$ cat config.mk
export PLATFORM = sky130hd
export DESIGN_NAME = opu_top
export DESIGN_NICKNAME = d
export VERILOG_FILES = /design/src/rtl/opu_pkg.sv /design/src/rtl/opu_decode.sv /design/src/rtl/opu_regfile.sv /design/src/rtl/opu_alu.sv /design/src/rtl/opu_flags.sv /design/src/rtl/opu_top.sv
export SDC_FILE = /design/constraint.sdc
export NUM_CORES = 1
export LEC_CHECK = 0
export ABC_AREA = 0
export BUFFER_PORTS_ARGS = -buffer_cell sky130_fd_sc_hd__buf_2
export CORE_MARGIN = 3
export CORE_UTILIZATION = 40
export DETAILED_ROUTE_END_ITERATION = 16
export PLACE_DENSITY = 0.53
export SYNTH_ARGS = -nofsm -noshare
export SYNTH_HDL_FRONTEND = slang
export SYNTH_SLANG_ARGS = --single-unit
$ cat constraint.sdc
create_clock -name clk -period 9.2 [get_ports clk]
set_input_delay 1.84 -clock clk [delete_from_list [all_inputs] [get_ports clk]]
set_output_delay 1.84 -clock clk [all_outputs]
set_load 0.02 [all_outputs]
$ cat src/rtl/opu_pkg.sv
package opu_pkg;
  localparam int unsigned INSN_W = 16;
  localparam int unsigned IDX_W  = 3;
  localparam int unsigned IMM_W  = 5;

  typedef enum logic [3:0] {
    OPC_ADD = 4'b0001,
    OPC_AND = 4'b0101,
    OPC_NOT = 4'b1001
  } opc_e;

  typedef enum logic [1:0] {
    FN_ADD = 2'd0,
    FN_AND = 2'd1,
    FN_INV = 2'd2
  } fn_e;

  typedef struct packed {
    logic             wr;
    fn_e              fn;
    logic [IDX_W-1:0] dst;
    logic [IDX_W-1:0] srca;
    logic [IDX_W-1:0] srcb;
    logic             use_imm;
    logic [IMM_W-1:0] imm;
  } dec_t;
endpackage

$ cat src/rtl/opu_decode.sv
module opu_decode
  import opu_pkg::*;
(
  input  logic              clk,
  input  logic              rst_n,
  input  logic              exec_en,
  input  logic [INSN_W-1:0] instr,
  output dec_t              dec
);
  logic [3:0] opc;
  logic       low_ones;
  logic       pad_zero;

  assign opc      = instr[15:12];
  assign low_ones = &instr[5:0];
  assign pad_zero = (instr[4:3] == 2'b00);

  always_comb begin
    dec         = '0;
    dec.dst     = instr[11:9];
    dec.srca    = instr[8:6];
    dec.srcb    = instr[2:0];
    dec.use_imm = instr[5];
    dec.imm     = instr[4:0];
    dec.fn      = FN_ADD;
    unique case (opc)
      OPC_ADD: begin
        dec.fn = FN_ADD;
        dec.wr = exec_en && (instr[5] || pad_zero);
      end
      OPC_AND: begin
        dec.fn = FN_AND;
        dec.wr = exec_en && (instr[5] || pad_zero);
      end
      OPC_NOT: begin
        dec.fn = FN_INV;
        dec.wr = exec_en && low_ones;
      end
      default: dec.wr = 1'b0;
    endcase
  end

  assert_wr_needs_strobe_R9: assert property (@(posedge clk) disable iff (!rst_n)
    dec.wr |-> exec_en);
  assert_unknown_opc_quiet_R7: assert property (@(posedge clk) disable iff (!rst_n)
    (opc != 4'b0001 && opc != 4'b0101 && opc != 4'b1001) |-> !dec.wr);
endmodule

$ cat src/rtl/opu_regfile.sv
module opu_regfile #(
  parameter int unsigned DATA_W = 16,
  parameter int unsigned DEPTH  = 8,
  parameter int unsigned RPORTS = 2,
  localparam int unsigned AW    = $clog2(DEPTH)
) (
  input  logic                   clk,
  input  logic                   rst_n,
  input  logic                   we,
  input  logic [AW-1:0]          waddr,
  input  logic [DATA_W-1:0]      wdata,
  input  logic [RPORTS*AW-1:0]   raddr,
  output logic [RPORTS*DATA_W-1:0] rdata
);
  logic [DATA_W-1:0] mem [DEPTH];

  always_ff @(posedge clk or negedge rst_n) begin
    if (!rst_n) begin
      for (int i = 0; i < DEPTH; i++) mem[i] <= '0;
    end else if (we) begin
      mem[waddr] <= wdata;
    end
  end

  for (genvar p = 0; p < RPORTS; p++) begin : g_rd
    assign rdata[p*DATA_W +: DATA_W] = mem[raddr[p*AW +: AW]];
  end

  assert_write_lands_R10: assert property (@(posedge clk) disable iff (!rst_n)
    we |=> mem[$past(waddr)] == $past(wdata));
endmodule

$ cat src/rtl/opu_alu.sv
module opu_alu
  import opu_pkg::*;
#(
  parameter int unsigned DATA_W = 16
) (
  input  logic              clk,
  input  logic              rst_n,
  input  fn_e               fn,
  input  logic              use_imm,
  input  logic [IMM_W-1:0]  imm,
  input  logic [DATA_W-1:0] opa,
  input  logic [DATA_W-1:0] opb_reg,
  output logic [DATA_W-1:0] result
);
  logic [DATA_W-1:0] imm_ext;
  logic [DATA_W-1:0] opb;

  assign imm_ext = {{(DATA_W-IMM_W){imm[IMM_W-1]}}, imm};
  assign opb     = use_imm ? imm_ext : opb_reg;

  always_comb begin
    unique case (fn)
      FN_ADD:  result = opa + opb;
      FN_AND:  result = opa & opb;
      FN_INV:  result = ~opa;
      default: result = '0;
    endcase
  end

  assert_and_subset_R4: assert property (@(posedge clk) disable iff (!rst_n)
    (fn == FN_AND) |-> ((result & ~opa) == '0));
  assert_inv_disjoint_R5: assert property (@(posedge clk) disable iff (!rst_n)
    (fn == FN_INV) |-> ((result & opa) == '0));
endmodule

$ cat src/rtl/opu_flags.sv
module opu_flags #(
  parameter int unsigned DATA_W = 16
) (
  input  logic              clk,
  input  logic              rst_n,
  input  logic              upd,
  input  logic [DATA_W-1:0] val,
  output logic              neg,
  output logic              zero,
  output logic              pos
);
  always_ff @(posedge clk or negedge rst_n) begin
    if (!rst_n) begin
      neg  <= 1'b0;
      zero <= 1'b1;
      pos  <= 1'b0;
    end else if (upd) begin
      neg  <= val[DATA_W-1];
      zero <= (val == '0);
      pos  <= !val[DATA_W-1] && (val != '0);
    end
  end

  assert_one_flag_R6: assert property (@(posedge clk) disable iff (!rst_n)
    $countones({neg, zero, pos}) == 1);
  assert_flags_hold_R7: assert property (@(posedge clk) disable iff (!rst_n)
    !upd |=> $stable({neg, zero, pos}));
  assert_zero_tracks_R6: assert property (@(posedge clk) disable iff (!rst_n)
    upd |=> zero == ($past(val) == '0));
endmodule

$ cat src/rtl/opu_top.sv
module opu_top
  import opu_pkg::*;
#(
  parameter int unsigned DATA_W = 16,
  parameter int unsigned NREGS  = 8,
  localparam int unsigned AW    = $clog2(NREGS)
) (
  input  logic              clk,
  input  logic              rst_n,
  input  logic              exec_en,
  input  logic [15:0]       instr,
  output logic              wr_en,
  output logic [AW-1:0]     wr_idx,
  output logic [DATA_W-1:0] wr_data,
  output logic              flag_n,
  output logic              flag_z,
  output logic              flag_p
);
  dec_t                dec;
  logic [2*AW-1:0]     rd_addr;
  logic [2*DATA_W-1:0] rd_data;
  logic [DATA_W-1:0]   result;

  opu_decode u_dec (
    .clk(clk), .rst_n(rst_n), .exec_en(exec_en), .instr(instr), .dec(dec)
  );

  assign rd_addr = {dec.srcb[AW-1:0], dec.srca[AW-1:0]};

  opu_regfile #(.DATA_W(DATA_W), .DEPTH(NREGS), .RPORTS(2)) u_rf (
    .clk(clk), .rst_n(rst_n), .we(dec.wr), .waddr(dec.dst[AW-1:0]),
    .wdata(result), .raddr(rd_addr), .rdata(rd_data)
  );

  opu_alu #(.DATA_W(DATA_W)) u_alu (
    .clk(clk), .rst_n(rst_n), .fn(dec.fn), .use_imm(dec.use_imm), .imm(dec.imm),
    .opa(rd_data[DATA_W-1:0]), .opb_reg(rd_data[2*DATA_W-1:DATA_W]),
    .result(result)
  );

  opu_flags #(.DATA_W(DATA_W)) u_flg (
    .clk(clk), .rst_n(rst_n), .upd(dec.wr), .val(result),
    .neg(flag_n), .zero(flag_z), .pos(flag_p)
  );

  assign wr_en   = dec.wr;
  assign wr_idx  = dec.dst[AW-1:0];
  assign wr_data = result;

  assert_neg_tracks_R6: assert property (@(posedge clk) disable iff (!rst_n)
    wr_en |=> flag_n == $past(wr_data[DATA_W-1]));
endmodule

* Word level (Yosys, flattened, before mapping)
Cells that the tools add are included.
Word-level totals: register bits after elaboration 131, output and inout port bits 23
Operators by class: reductions and logical operators 12, $lt $le $gt $ge 4, bitwise logic cells 5, equal/unequal tests 5, muxes and demuxes 13, add/subtract/negate cells 1
Operator list (count):
- 128-bit bitwise mux | 1
- 16-bit binary-select mux with 3-bit select | 2
- 16-bit two-way mux | 6
- 16-bit demux with 3-bit select | 1
- 16-bit one-hot mux with 3 select lines | 1
- 16-bit adder | 1
- 16-bit bitwise AND | 1
- 16-bit zero test | 1
- 16-bit inverter | 1
- 16-bit nonzero test | 1
- 4-bit greater-or-equal comparator, second input constant | 3
- 3-bit inverter with 4-bit output | 3
- 6-bit AND reduction | 1
- 4-bit by 1-bit == test with 1-bit output, second input constant | 1
- 4-bit by 3-bit == test with 1-bit output, second input constant | 1
- 4-bit == test, second input constant | 1
- 1-bit logical AND | 4
- 2-bit zero test | 2
- 4-bit by 1-bit less-than comparator with 1-bit output, second input constant | 1
- 2-bit one-hot mux with 2 select lines | 1
- 2-bit by 1-bit == test with 1-bit output, second input constant | 1
- 2-bit == test, second input constant | 1
- 1-bit one-hot mux with 2 select lines | 1
- 2-bit OR reduction | 1
- other kinds (2) | 2

* Longest topological paths before layout
depth in word-level cells 9, gate-level depth with buffers 16, gate-level depth less buffers 13

* By module
Synthesis repeated with hierarchy kept, for this count alone.
Unflattened totals: cell total of the unflattened synthesis 614, area, all modules 8541.9 µm²
Modules (own cells, without submodules):
- opu_regfile | area an instance 7000.5 µm², seq. area each 3203.1 µm², instances 1, cells an instance 393
- opu_alu | area an instance 1212.4 µm², seq. area each 0.0 µm², instances 1, cells an instance 185
- opu_decode | area an instance 171.4 µm², seq. area each 0.0 µm², instances 1, cells an instance 22
- opu_flags | area an instance 157.7 µm², seq. area each 76.3 µm², instances 1, cells an instance 14

* Worst setup path before layout
No wires, ideal clock.
path type input to output, start point input instr[0], end point output wr_data[8], slack 1.977 ns, cell stages on the path 12, data arrival time 5.383 ns, data required time 7.360 ns, path through clkbuf_1 buf_1 mux4_2 o21ai_0 o21ai_0 fa_1 a21oi_1 o22ai_1 o21a_1 a311o_1 a221oi_2 inv_1
Between the ends: word-level cells in the longest chain between the ends 7
RTL lines:
- from (decl) | line opu_top.sv:11 | input logic [15:0] instr,
- 3-bit inverter with 4-bit output (implied by the code) | line opu_regfile.sv:26 | assign rdata[p*DATA_W +: DATA_W] = mem[raddr[p*AW +: AW]];
- 16-bit binary-select mux with 3-bit select | line opu_regfile.sv:26
- 16-bit two-way mux (implied by the code) (2 in series) | line opu_regfile.sv:26
- 16-bit two-way mux (*) | line opu_alu.sv:19 | assign opb = use_imm ? imm_ext : opb_reg;
- 16-bit adder / 16-bit bitwise AND (equally long branches) | line opu_alu.sv:23, opu_alu.sv:24
- 16-bit one-hot mux with 3 select lines (*) | line opu_alu.sv:22 | unique case (fn)
- to (decl) | line opu_top.sv:14 | output logic [DATA_W-1:0] wr_data,
Every way passes the cells marked *; elsewhere a longest branch is shown, timed or not. The select of a mux whose other input is x is not followed.

* Worst setup path after layout
start point input instr[5], end point output wr_data[11]
Between the ends: word-level cells in the longest chain between the ends 3
RTL lines (line):
- 16-bit two-way mux (*) | opu_alu.sv:19
- 16-bit adder / 16-bit bitwise AND (equally long branches) | opu_alu.sv:23, opu_alu.sv:24
- 16-bit one-hot mux with 3 select lines (*) | opu_alu.sv:22
Every way passes the cells marked *; elsewhere a longest branch is shown, timed or not.

==> flow_metrics.tcl <==
set metrics [dict create \
    outcome "finished, final reports clean" \
    place_area_sq_um 8670 \
    fin_area_sq_um 9260 \
    muxShareOfSynthArea 0.266 \
    r2r_end "u_flg.zero" \
    synth_top_family_by_area "multiplexers" \
    routed_wirelength_um 23400 \
    htree_levels 4 \
    slowest_stage "nor2_1" \
    use_met3 0.0373 \
    hold_buffers 0 \
    final_nets 818 \
    synthSimpleGateAreaFrac 0.104 \
    hold_path_startpoint "u_flg.zero" \
    drive_gt1_frac 0.272 \
    slew_violations 0 \
    dp_hpwl_um 15400 \
    synth-seq-cells 131 \
    clock_skew_ps 9.30 \
    vias_per_cell 5.95 \
    cts_inserted_buffers 17 \
    slowest_delay_ps 670 \
    yosys.area_share.adder 0.0267 \
    power_mw 2.37 \
    timing.fmax_ghz 0.125 \
    synth_compound_area_frac 0.151 \
    grt_usage 0.217 \
    synth_warnings 0 \
    fin_setup_tns_ps 0 \
    clock_sinks 131 \
    layout_min_cycle_time_ps 7980 \
    grt_pass1_wl_um 37200 \
    fill_cells 1818 \
    drc_errors 0 \
    p_int_mw 1.48 \
    cts_tree "built" \
    cap_violations 0 \
    die_area_sq_um 22400 \
    clk_path_buf_depth 2 \
    first_pass_iters 5 \
    min_delay_worst_endpoint "u_flg.zero" \
    critPathMaxFanout 17 \
    relSlewSlack 0.307 \
    timing.hold.ws_ps 468 \
    critPathKind "input pin to output pin" \
    synthesis.area_sq_um 8250 \
    grt-ovfl-total 0 \
    grt_use_met1 0.296 \
    cts_setup_buffers 0 \
    path_clk_slew_ps 60 \
    power_leakage_nw 4.12 \
    io_pins 42 \
    postSynth.asyncResetShare 1.00 \
    clkPwrFrac 0.285 \
    arrival_ps 6140 \
    rows 51 \
    finalCritPeriodShare 0.868 \
    drt.antenna.violating_nets 0 \
    core_sq_um 19800 \
    rsz0062_at_grt "false" \
    p_switching_mw 0.888 \
    hold_depth 2 \
    ctsRootBufferMaster "clkbuf_16" \
    initial_core_util 0.416 \
    yosysUniqueCellTypes 64 \
    vias 6311 \
    synth_xor_area_frac 0.00743 \
    seq_power_share 0.340 \
    busiest_layer "met2" \
    pwr-share-comb 0.375 \
    syn_inst 764 \
    critPathRequiredTime_ps 7360 \
    endpoint_kind "output pin" \
    first_global_vias 6483 \
    grt_max_degree 79 \
    drtIter0Drc 416 \
    hold_violations 0 \
    tightestPinTransition_ps 1040 \
    r2r_cells 12 \
    syn2layout_area_growth_pct 12.2 \
    wl_per_cell_um 22.1 \
    setup_viol 0 \
    rr_startpoint "u_rf.mem[0]" \
    worst_ir_drop_vdd_uv 128 \
    critPathTopFamily "compound AO/OA/AOI/OAI gates" \
    crit_path_cell_trace "buf_2 > clkinv_1 > nor2_1 > buf_4 > a21oi_1 > ha_1 > a21oi_1 > o211ai_1 > a221oi_1 > xnor2_1 > a221oi_2 > inv_1 > buf_2" \
    clock_latency_ps 420 \
    die_h_um 150 \
    hold_path.class "register to register" \
    routabilityCongestion 0.901 \
    start_kind "input pin" \
    ys_seq_area_frac 0.398 \
    ys.flop_type "dfrtp_1" \
    io_buffers 41 \
    grt_util_met2 0.355 \
    critical_path_buf_inv_count 5 \
    switching_share 0.374 \
    power_density_nw_per_um2 256 \
    synth.net_count 800 \
    r2r_slack_ps 4620 \
    synth-edff-count 0 \
    cts_resized 0 \
    die_x_um 150 \
    antenna_found_initial 1 \
    synth.avg_cell_area_sq_um 10.8 \
    n_antenna_cell 0 \
]
==> logic make-up (layout without fill, tap and decap cells) <==
group                      after synthesis  in the layout
and+or+nand+nor                        174            174
DFF                                    131            131
xor gates and xnor gates                 7              7
AOI/OAI and AO/OA                      200            200
buffers and inverters                   83            114
muxes                                  152            152
adders and majority gates               17             17
==> layout make-up <==
class | count | area, sq um | area share
clock buffer | 17 | 425 | 0.0460
clock inverter | 15 | 158 | 0.0170
inverter | 21 | 78.8 | 0.00852
multi-input combinational | 550 | 4630 | 0.500
sequential | 131 | 3280 | 0.354
tap | 265 | 332 | 0.0358
timing repair buffer | 61 | 358 | 0.0387
==> cell usage in the layout, fill, tap and decap left out, drive strengths merged, types with 17 or more instances in the layout <==
master and count:
nand2 22, dfrtp 130, mux4 48, nor2 103, mux2 54, clkbuf 17
buf 61, a21oi 121, mux2i 50, o21ai 23, inv 24
==> registers in the layout, indices dropped and copies added, names as in the netlist <==
register and cells:
u_flg.pos 1, u_rf.mem 128, u_flg.zero 1, u_flg.neg 1
==> power by group through the flow <==
stage | sequential, mW | combinational, mW | clock (mW)
floorplan | 0.782 | 0.659 | 0
detailed placement | 0.814 | 0.888 | 0
CTS | 0.806 | 0.894 | 0.686
global placement | 0.806 | 0.865 | 0
finish | 0.807 | 0.890 | 0.676
global route | 0.824 | 0.983 | 0.715
==> worst reg2reg max path, cell delays in order (launching register included) <==
cell,delay [ps]
dfrtp_1,400
mux4_2,480
mux2_2,300
ha_1,260
fa_1,420
a21oi_1,250
o211ai_1,170
a31oi_1,440
mux2i_1,170
a221oi_2,650
nand4b_1,270
nor4_2,530
o2bb2ai_1,170
==> how the worst max path moves through the flow <==
stage / from / to / depth (start not counted)
floorplan: instr[0] / wr_data[8] / 12
global placement: instr[0] / wr_data[11] / 13
detailed placement: instr[0] / wr_data[11] / 13
CTS: instr[5] / wr_data[11] / 13
global route: instr[5] / wr_data[11] / 13
finish: instr[5] / wr_data[11] / 13
==> layer usage <==
metal  vias up  wire, um
met3        35      1020
met4         0       502
met5         -         0
met1      3264     10600
met2       152     11300
li1       2860         -
==> metrics by stage <==
| stage | worst slack [ps] | cells | util |
|---|---|---|---|
| floorplan | 1980 | 764 | - |
| detailed placement | 1290 | 1028 | 0.437 |
| global placement | 1410 | 1028 | 0.437 |
| CTS | 1290 | 1060 | 0.466 |
| finish | 1220 | 1060 | 0.466 |
| global route | 875 | 1060 | 0.466 |
==> synthesized netlist by cell type (2+ instances only) <==
library cell / n / area, sq um
nor2_1: 103 / 387
buf_6: 3 / 33.8
nor4bb_1: 2 / 20.0
a221oi_1: 2 / 17.5
a221oi_2: 12 / 180
and4_1: 2 / 17.5
o21ai_0: 19 / 95.1
mux2i_1: 50 / 500
o21ai_1: 4 / 20.0
dfrtp_1: 130 / 3250
a311oi_1: 2 / 17.5
and3b_1: 2 / 17.5
nor3b_2: 3 / 37.5
o21a_1: 7 / 52.6
o31ai_1: 2 / 15.0
clkbuf_1: 34 / 128
nor2b_1: 5 / 31.3
o22ai_1: 2 / 12.5
nand4b_1: 2 / 17.5
xor2_1: 2 / 17.5
mux2_2: 54 / 608
buf_4: 7 / 52.6
and3_1: 5 / 31.3
a31oi_1: 3 / 18.8
buf_2: 10 / 50.1
and2_1: 4 / 25.0
o211ai_1: 3 / 22.5
nand3_1: 5 / 25.0
a22oi_1: 7 / 52.6
nand2_1: 22 / 82.6
a22o_1: 5 / 43.8
o21bai_1: 2 / 15.0
nand2b_1: 7 / 43.8
nand3b_1: 3 / 22.5
buf_1: 6 / 22.5
ha_1: 16 / 200
xnor2_1: 5 / 43.8
a21oi_1: 121 / 606
inv_1: 20 / 75.1
mux4_2: 47 / 1060
Note: power is estimated with default switching activity, not from simulation.
